[config.mk]
export PLATFORM = sky130hd
export DESIGN_NAME = spi_wb_master
export DESIGN_NICKNAME = d
export VERILOG_FILES = /design/src/rtl/spi_ctl_pkg.sv /design/src/rtl/spi_clk_div.sv /design/src/rtl/spi_shift_eng.sv /design/src/rtl/spi_wb_regs.sv /design/src/rtl/spi_wb_master.sv
export SDC_FILE = /design/constraint.sdc
export NUM_CORES = 1
export LEC_CHECK = 0
export BUFFER_PORTS_ARGS = -buffer_cell sky130_fd_sc_hd__buf_4
export CORE_MARGIN = 2
export CORE_UTILIZATION = 52
export CTS_BUF_LIST = sky130_fd_sc_hd__clkbuf_4
export DETAILED_ROUTE_END_ITERATION = 12
export GPL_TIMING_DRIVEN = 0
export PLACE_DENSITY = 0.71
export SYNTH_ARGS = -nofsm -noshare
export SYNTH_HDL_FRONTEND = slang
export SYNTH_SLANG_ARGS = --single-unit
[constraint.sdc]
create_clock -name clk_i -period 5.2 [get_ports clk_i]
set_input_delay 0.26 -clock clk_i [delete_from_list [all_inputs] [get_ports clk_i]]
set_output_delay 0.26 -clock clk_i [all_outputs]
set_load 0.02 [all_outputs]
[src/rtl/spi_ctl_pkg.sv]
package spi_ctl_pkg;
  localparam int REG_W  = 8;
  localparam int ADDR_W = 2;

  typedef enum logic [ADDR_W-1:0] {
    ADR_DATA = 2'b00,
    ADR_CTRL = 2'b01,
    ADR_DIV  = 2'b10,
    ADR_NONE = 2'b11
  } reg_addr_e;

  typedef struct packed {
    logic cpha;
    logic cpol;
    logic mode;
    logic cs;
    logic txen_n;
  } ctrl_t;

  typedef enum logic {ENG_IDLE, ENG_RUN} eng_state_e;
endpackage

[src/rtl/spi_clk_div.sv]
module spi_clk_div #(
  parameter int DIV_W = 8
) (
  input  logic             clk_i,
  input  logic             rst_ni,
  input  logic             run_i,
  input  logic [DIV_W-1:0] div_i,
  output logic             tick_o
);
  logic [DIV_W-1:0] cnt_q;

  assign tick_o = run_i && (cnt_q == div_i);

  always_ff @(posedge clk_i or negedge rst_ni) begin
    if (!rst_ni)                cnt_q <= '0;
    else if (!run_i || tick_o)  cnt_q <= '0;
    else                        cnt_q <= cnt_q + 1'b1;
  end

  // half period never shorter than one clock, counter cleared between transfers
  assert_cnt_idle_R7: assert property (@(posedge clk_i) disable iff (!rst_ni)
    !run_i |=> cnt_q == '0);
endmodule

[src/rtl/spi_shift_eng.sv]
module spi_shift_eng
  import spi_ctl_pkg::*;
#(
  parameter int BITS = 8
) (
  input  logic            clk_i,
  input  logic            rst_ni,
  input  logic            start_i,
  input  logic [BITS-1:0] tx_i,
  input  logic            cpha_i,
  input  logic            cpol_i,
  input  logic            tick_i,
  input  logic            miso_i,
  output logic            busy_o,
  output logic            sclk_o,
  output logic            mosi_o,
  output logic [BITS-1:0] rx_o
);
  localparam int EDGES = 2 * BITS;
  localparam int EW    = $clog2(EDGES);

  eng_state_e      state_q;
  logic [EW-1:0]   edge_q;
  logic            ph_q;
  logic [BITS-1:0] tx_sh_q, rx_sh_q, rx_q;
  logic            last_edge, do_sample, do_shift;
  logic [BITS-1:0] rx_next;

  assign last_edge = edge_q == EW'(EDGES - 1);
  assign do_sample = cpha_i ? edge_q[0] : ~edge_q[0];
  assign do_shift  = cpha_i ? (~edge_q[0] && edge_q != '0) : (edge_q[0] && !last_edge);
  assign rx_next   = do_sample ? {rx_sh_q[BITS-2:0], miso_i} : rx_sh_q;

  assign busy_o = state_q == ENG_RUN;
  assign sclk_o = cpol_i ^ ph_q;
  assign mosi_o = tx_sh_q[BITS-1];
  assign rx_o   = rx_q;

  always_ff @(posedge clk_i or negedge rst_ni) begin
    if (!rst_ni) begin
      state_q <= ENG_IDLE;
      edge_q  <= '0;
      ph_q    <= 1'b0;
      tx_sh_q <= '0;
      rx_sh_q <= '0;
      rx_q    <= '0;
    end else begin
      unique case (state_q)
        ENG_IDLE: if (start_i) begin
          tx_sh_q <= tx_i;
          edge_q  <= '0;
          ph_q    <= 1'b0;
          state_q <= ENG_RUN;
        end
        ENG_RUN: if (tick_i) begin
          ph_q    <= ~ph_q;
          edge_q  <= edge_q + 1'b1;
          rx_sh_q <= rx_next;
          if (do_shift) tx_sh_q <= {tx_sh_q[BITS-2:0], 1'b0};
          if (last_edge) begin
            rx_q    <= rx_next;
            state_q <= ENG_IDLE;
          end
        end
        default: state_q <= ENG_IDLE;
      endcase
    end
  end

  assert_sclk_idle_R7: assert property (@(posedge clk_i) disable iff (!rst_ni)
    !busy_o |-> sclk_o == cpol_i);
  assert_busy_start_R5: assert property (@(posedge clk_i) disable iff (!rst_ni)
    (start_i && !busy_o) |=> busy_o);
  assert_end_idle_R10: assert property (@(posedge clk_i) disable iff (!rst_ni)
    $fell(busy_o) |-> sclk_o == cpol_i);
endmodule

[src/rtl/spi_wb_regs.sv]
module spi_wb_regs
  import spi_ctl_pkg::*;
#(
  parameter int DIV_W = 8
) (
  input  logic              clk_i,
  input  logic              rst_ni,
  input  logic              stb_i,
  input  logic              cyc_i,
  input  logic              we_i,
  input  logic [ADDR_W-1:0] adr_i,
  input  logic [REG_W-1:0]  dat_i,
  output logic              ack_o,
  output logic [REG_W-1:0]  dat_o,
  input  logic              busy_i,
  input  logic [REG_W-1:0]  rx_i,
  output ctrl_t             ctrl_o,
  output logic [DIV_W-1:0]  div_o,
  output logic              start_o,
  output logic [REG_W-1:0]  tx_o
);
  logic             ack_q, acc, wr;
  ctrl_t            ctrl_q;
  logic [DIV_W-1:0] div_q;
  logic [REG_W-1:0] dat_q, rd_mux;

  assign acc     = stb_i && cyc_i && !ack_q;
  assign wr      = acc && we_i;
  assign start_o = wr && (adr_i == ADR_DATA) && !ctrl_q.txen_n && !busy_i;
  assign tx_o    = dat_i;

  always_comb begin
    unique case (adr_i)
      ADR_DATA: rd_mux = rx_i;
      ADR_CTRL: rd_mux = {busy_i, 2'b00, ctrl_q};
      ADR_DIV:  rd_mux = REG_W'(div_q);
      default:  rd_mux = '0;
    endcase
  end

  always_ff @(posedge clk_i or negedge rst_ni) begin
    if (!rst_ni) begin
      ack_q  <= 1'b0;
      ctrl_q <= '0;
      div_q  <= '0;
      dat_q  <= '0;
    end else begin
      ack_q <= acc;
      if (acc && !we_i) dat_q <= rd_mux;
      if (wr && adr_i == ADR_CTRL) ctrl_q <= dat_i[4:0];
      if (wr && adr_i == ADR_DIV)  div_q  <= DIV_W'(dat_i);
    end
  end

  assign ack_o  = ack_q;
  assign dat_o  = dat_q;
  assign ctrl_o = ctrl_q;
  assign div_o  = div_q;

  assert_ack_next_R2: assert property (@(posedge clk_i) disable iff (!rst_ni)
    (stb_i && cyc_i && !ack_o) |=> ack_o);
  assert_ack_pulse_R2: assert property (@(posedge clk_i) disable iff (!rst_ni)
    ack_o |=> !ack_o);
endmodule

[src/rtl/spi_wb_master.sv]
module spi_wb_master
  import spi_ctl_pkg::*;
#(
  parameter int DIV_W = 8
) (
  input  logic       clk_i,
  input  logic       rst_ni,
  input  logic       wb_stb_i,
  input  logic       wb_cyc_i,
  input  logic       wb_we_i,
  input  logic [1:0] wb_adr_i,
  input  logic [7:0] wb_dat_i,
  output logic       wb_ack_o,
  output logic [7:0] wb_dat_o,
  output logic       irq_o,
  output logic       spi_sclk_o,
  output logic       spi_mosi_o,
  input  logic       spi_miso_i,
  output logic       spi_cs_o,
  output logic       spi_mode_o
);
  ctrl_t            ctrl;
  logic [DIV_W-1:0] div;
  logic             start, busy, tick;
  logic [REG_W-1:0] tx_byte, rx_byte;

  spi_wb_regs #(.DIV_W(DIV_W)) u_regs (
    .clk_i, .rst_ni,
    .stb_i(wb_stb_i), .cyc_i(wb_cyc_i), .we_i(wb_we_i),
    .adr_i(wb_adr_i), .dat_i(wb_dat_i),
    .ack_o(wb_ack_o), .dat_o(wb_dat_o),
    .busy_i(busy), .rx_i(rx_byte),
    .ctrl_o(ctrl), .div_o(div), .start_o(start), .tx_o(tx_byte)
  );

  spi_clk_div #(.DIV_W(DIV_W)) u_div (
    .clk_i, .rst_ni, .run_i(busy), .div_i(div), .tick_o(tick)
  );

  spi_shift_eng #(.BITS(REG_W)) u_eng (
    .clk_i, .rst_ni,
    .start_i(start), .tx_i(tx_byte),
    .cpha_i(ctrl.cpha), .cpol_i(ctrl.cpol),
    .tick_i(tick), .miso_i(spi_miso_i),
    .busy_o(busy), .sclk_o(spi_sclk_o), .mosi_o(spi_mosi_o), .rx_o(rx_byte)
  );

  assign spi_cs_o   = ctrl.cs;
  assign spi_mode_o = ctrl.mode;
  assign irq_o      = 1'b0;

  assert_pins_follow_R4: assert property (@(posedge clk_i) disable iff (!rst_ni)
    (wb_stb_i && wb_cyc_i && !wb_ack_o && wb_we_i && wb_adr_i == 2'b01)
      |=> (spi_cs_o == $past(wb_dat_i[1])) && (spi_mode_o == $past(wb_dat_i[2])));
  assert_inhibit_R6: assert property (@(posedge clk_i) disable iff (!rst_ni)
    (wb_stb_i && wb_cyc_i && !wb_ack_o && wb_we_i && wb_adr_i == 2'b00 && ctrl.txen_n && !busy)
      |=> !busy);
endmodule

**Word-level counts from Yosys, hierarchy flattened**

Cells that the tools add are included.

- Input bits: 16
- Output and inout bits: 14
- Logic and storage cells: 71
- Bits in registers: 60

- Equality and inequality tests: 7
- Muxes and demuxes: 19
- $add $sub $neg: 2
- Reductions and logical operators: 24
- Bitwise gates (word level): 4

Operator list:

| kind | count |
|---|---|
| $mux 8 | 5 |
| $pmux 8 s3 | 1 |
| $pmux 8 s2 | 1 |
| $logic_and 1x1->1 | 12 |
| $add 8x1->8 const B | 1 |
| $eq 8x8->1 | 1 |
| $mux 4 | 2 |
| $pmux 4 s2 | 1 |
| $mux 1 | 7 |
| $ne 2x2->1 const B | 3 |
| $reduce_and 3->1 | 2 |
| $logic_not 1->1 | 5 |
| $add 4x1->4 const B | 1 |
| $eq 4x4->1 const B | 1 |
| $pmux 1 s2 | 2 |
| $reduce_and 2->1 | 2 |
| $reduce_bool 4->1 | 1 |
| $not 1->1 | 3 |
| $eq 2x1->1 const B | 1 |
| $eq 2x2->1 const B | 1 |
| $logic_not 2->1 | 1 |
| $logic_or 1x1->1 | 1 |
| $xor 1x1->1 | 1 |

**Longest topological paths before layout**

- Depth in word-level cells: 8
- Depth in mapped cells: 7
- Gate-level depth less buffers: 6

**Modules after synthesis**

Synthesis repeated with hierarchy kept, for this count alone.

- Cell total of the unflattened synthesis: 264
- Area, all modules: 3041.7 sq um

By module, submodules not included:

| module | sequential area each (sq um) | cells each | times used | area an instance (sq um) |
|---|---|---|---|---|
| spi_shift_eng | 750.7 | 125 | 1 | 1438.9 |
| spi_wb_regs | 550.5 | 91 | 1 | 1091.0 |
| spi_clk_div | 200.2 | 46 | 1 | 500.5 |
| spi_wb_master | 0.0 | 2 | 1 | 11.3 |

**Worst setup path before layout**

Ideal clock, no wire load.

- Path kind: reg-to-reg
- From: reg u_div.cnt_q[4]
- To: reg u_eng.rx_q[0], in the netlist u_eng.rx_o[0]
- Cell stages (with the launch flop): 6
- Data required time: 5.075 ns
- Buffers on the path: 1
- Path slack: 3.329 ns
- Arrival time: 1.746 ns
- Setup time: 0.125 ns
- Clock period less this slack: 1.871 ns
- Cells stage by stage: dfrtp_1 xnor2_1 nand4_1 or4_1 buf_6 mux2_4

- Longest elaborated chain between the ends: 3

RTL lines:

| element | line | text |
|---|---|---|
| from (decl) | spi_clk_div.sv:10 | `logic [DIV_W-1:0] cnt_q;` |
| from (signal assigned) | spi_clk_div.sv:17 | `else cnt_q <= cnt_q + 1'b1;` |
| $eq 8x8->1 | spi_clk_div.sv:12 | `assign tick_o = run_i && (cnt_q == div_i);` |
| $logic_and 1x1->1 | spi_clk_div.sv:12 |  |
| $reduce_and 3->1 (no source line) | n/a |  |
| to (signal assigned) | spi_shift_eng.sv:61 | `rx_q <= rx_next;` |
| to (decl) | spi_shift_eng.sv:25 | `logic [BITS-1:0] tx_sh_q, rx_sh_q, rx_q;` |

No other way between the ends.
A chain may end at the register's enable or synchronous reset.

**Worst setup path in the final report**

- From: reg u_eng.edge_q[0]
- To: reg u_eng.tx_sh_q[6]

- Longest elaborated chain between the ends: 6
- Elaborated cells between the ends (all ways): 9
- Those cells by class: eq/ne (2); mux (1); bitwise (1); reduce/logical (5)

RTL lines:

| element | line | text |
|---|---|---|
| from (decl) | spi_shift_eng.sv:23 | `logic [EW-1:0] edge_q;` |
| from (signal assigned) | spi_shift_eng.sv:57 | `edge_q <= edge_q + 1'b1;` |
| $eq 4x4->1 | spi_shift_eng.sv:29 | `assign last_edge = edge_q == EW'(EDGES - 1);` |
| $logic_not 1->1 | spi_shift_eng.sv:31 | `assign do_shift = cpha_i ? (~edge_q[0] && edge_q != '0) : (edge_q[0] && !last_edge);` |
| $logic_and 1x1->1 | spi_shift_eng.sv:31 |  |
| $mux 1 * | spi_shift_eng.sv:31 |  |
| $ne 2x2->1 (no source line) * | n/a |  |
| $reduce_and 3->1 (no source line) * | n/a |  |
| to (signal assigned) | spi_shift_eng.sv:50 | `tx_sh_q <= tx_i;` |
| to (signal assigned) | spi_shift_eng.sv:59 | `if (do_shift) tx_sh_q <= {tx_sh_q[BITS-2:0], 1'b0};` |
| to (decl) | spi_shift_eng.sv:25 |  |

Every way passes the cells marked *; elsewhere a longest branch is shown, timed or not.

==> summary.md <==
| Metric | Value |
|---|---|
| CTS root buffer | `clkbuf_4` |
| Setup TNS | `0 ns` |
| Die width | `81.55 um` |
| Area growth syn-to-layout | `15.73%` |
| Fin Hold WS | `0.07585 ns` |
| Synth Flop Type | `dfrtp_1` |
| Reg-to-Reg Start | `u_eng.edge_q[0]` |
| Hold path startpoint | `wb_we_i` |
| Core Area | `5851 um2` |
| Critical path's largest stage delay | `0.67 ns` |
| Via/cell ratio | `5.935` |
| Vias in the first global route | `2312` |
| Hpwl dp | `4807 um` |
| Final Critical Period | `2.304 ns` |
| Post-CTS Setup Repair Bufs | `0` |
| VDD IR max | `206.6 uV` |
| Mapped Area | `3127 um2` |
| Largest net degree at the start of global routing | `61` |
| Distinct cells, synth | `47` |
| CP Class | `register to register` |
| CP max stage cell | `a2bb2oi_1` |
| Row Count | `28` |
| Worst Skew | `0.008230 ns` |
| Antenna Cells | `0` |
| Final setup vio count | `0` |
| Port Buf Inserts | `28` |
| Initial antenna violation count | `0` |
| Leak | `0.001595 uW` |
| Sequential share of the synthesized area | `48.02%` |
| Period utilization | `44.31%` |
| IO Pins | `30` |
| Clk slew on worst S/H paths | `0.10 ns` |
| Remaining Overflow, GRT | `0` |
| Fmax | `0.4340 GHz` |
| Initial DRC count | `252` |
| CTS tree | `done` |
| Layout cell share with drive strength beyond 1 | `26.69%` |
| DRC viols | `0` |
| CP arrival | `2.63 ns` |
| Worst reg-to-reg setup slack | `2.90 ns` |
| RSZ-0062 raised after global routing | `no` |
| 1st-pass router iterations | `5` |
| Fin cells | `401` |
| Routed Antenna Nets | `0` |
| Yosys reg bits | `60` |
| Total die area | `6650 um2` |
| Critical Path Fanout Max | `8` |
| Synth Net Count | `300` |
| Final WL | `6946 um` |
| Drt wl/cell | `17.32 um` |
| Setup crit start kind | `register` |
| Worst setup EP type | `register` |
| Status | `complete, no violations` |
| Slew headroom | `35.94%` |
| CTS Sinks | `60` |
| Most frequent cells in the layout | `60 x dfrtp_1, 29 x mux2_2, 29 x buf_4` |
| Clk buf depth | `2` |
| Worst Tran Pin Value | `0.9535 ns` |
| Power density cells | `453.7 nW/um2` |
| Placer Congestion | `0.8638` |
| Hold WC Path Type | `input port to register` |
| H-tree levels | `3` |
| Commonest non-fill, non-tap cell in the layout | `dfrtp_1` |
| Syn Inst Count | `281` |
| Slew Limit Fails | `0` |
| Total GRT Usage | `23.55%` |
| Cell Chain, Critical Path | `clkbuf_1, inv_1, ha_1, nor3b_1, a2bb2oi_1, o31ai_1, a31oi_1` |
| Die Y | `81.55 um` |
| Crit path launch | `u_eng.edge_q[0]` |
| Dpl cells | `384` |
| Starting Density | `53.44%` |
| WP data required | `5.53 ns` |
| Final #Nets | `340` |
| First-pass GRT wire length | `11550 um` |
| Clock Latency Late Sink | `0.41 ns` |
| Final Hold Fails | `0` |
| Number of max-cap violations | `0` |
| Post-synth EDFFs | `0` |
| Average cell area after synthesis | `11.13 um2` |
| Yosys warning count | `0` |
| Num CTS Buffers | `9` |
| Async SR Flop Fraction | `100.0%` |
| Vias | `2380` |
metrics by stage:
step	area [um2]	power, uW	worst slack, ns	utilization, %
floorplan	3127	1054	3.329	-
global placement	3431	1208	2.988	58.64
detailed placement	3431	1225	2.996	58.64
CTS	3618	1646	2.959	61.85
global route	3618	1750	2.654	61.85
finish	3618	1642	2.896	61.85
synthesized netlist by cell type, drive strengths merged (4+ instances only):
library cell | n | area [um2]
dfrtp | 60 | 1501
mux2 | 37 | 446.7
nor2 | 23 | 86.33
a21oi | 15 | 75.07
clkbuf | 14 | 52.55
xnor2 | 13 | 140.1
a31oi | 10 | 62.56
nand2 | 10 | 37.54
mux2i | 9 | 90.09
nand4 | 9 | 62.56
nor3 | 8 | 45.04
a211oi | 7 | 52.55
a21boi | 7 | 52.55
inv | 6 | 22.52
o31ai | 6 | 45.04
nand3 | 5 | 25.02
buf | 4 | 28.78
layout make-up:
cell class                 instances  area (um2)
clock buffer                      10       75.07
clock inverter                     6       102.6
buffer                            18       81.33
multi-input combinational        197        1521
sequential                        60        1501
timing repair buffer              29       220.2
tap                               75       93.84
inverter                           6       22.52
fill                             497        2232
cell families after synthesis:
kind of cell               count (synthesis)  synth area share [%]
DFF                                       60                 48.02
and+or+nand+nor                           72                 12.16
xor gates and xnor gates                  16                 5.322
AOI/OAI and AO/OA                         59                 12.69
buffers and inverters                     24                 3.321
adders and majority gates                  3                 1.201
other                                      1                0.1199
muxes                                     46                 17.17
registers in the layout, indices dropped and copies added, names as in the netlist:
| name | flops |
|---|---|
| u_div.cnt_q | 8 |
| u_eng.rx_o | 8 |
| u_eng.rx_sh_q | 8 |
| u_eng.tx_sh_q | 8 |
| u_regs.dat_o | 8 |
| u_regs.div_o | 8 |
| u_regs.ctrl_o | 5 |
| u_eng.edge_q | 4 |
| u_eng.busy_o | 1 |
| u_eng.ph_q | 1 |
| u_regs.ack_o | 1 |
path summary, 6_finish.rpt:
path | endpoint | depth (start not counted)
worst min-delay path | u_regs.dat_o[6] | 2
worst max-delay path | u_eng.tx_sh_q[6] | 7
min in group asynchronous | u_regs.dat_o[0] | 2
worst min register to register | u_eng.rx_sh_q[7] | 1
max in group asynchronous | u_regs.div_o[6] | 2
worst max register to register | u_eng.tx_sh_q[6] | 7
where the power goes:
group | internal, uW | switching (uW) | total, uW
sequential | 569 | 107 | 676
combinational | 237 | 314 | 551
clock | 245 | 170 | 415
total | 1050 | 591 | 1640
routing by layer:
| metal | share of wire [%] | GRT usage [%] | wire length (um) |
|---|---|---|---|
| met3 | 6.6 | 5.275 | 458 |
| met2 | 47 | 38.36 | 3271 |
| met1 | 44 | 30.89 | 3089 |
| met4 | 1.8 | 8.644 | 126 |
| met5 | 0 | 0 | 0 |
worst max-delay path: cells and delay by family (launching register included):
family | cells | cell delay [ns]
simple gates | 1 | 0.26
compound gates | 3 | 1.01
buf+inv | 2 | 0.41
flops | 1 | 0.39
fa+ha+maj | 1 | 0.15
repair_timing:
item                                   in CTS  in global routing
gates resized for setup                     0                  0
endpoints found under the hold margin      60                  0
setup endpoints to repair                   0                  0
hold buffers                                1                  0
Note: power is estimated with default switching activity, not from simulation.
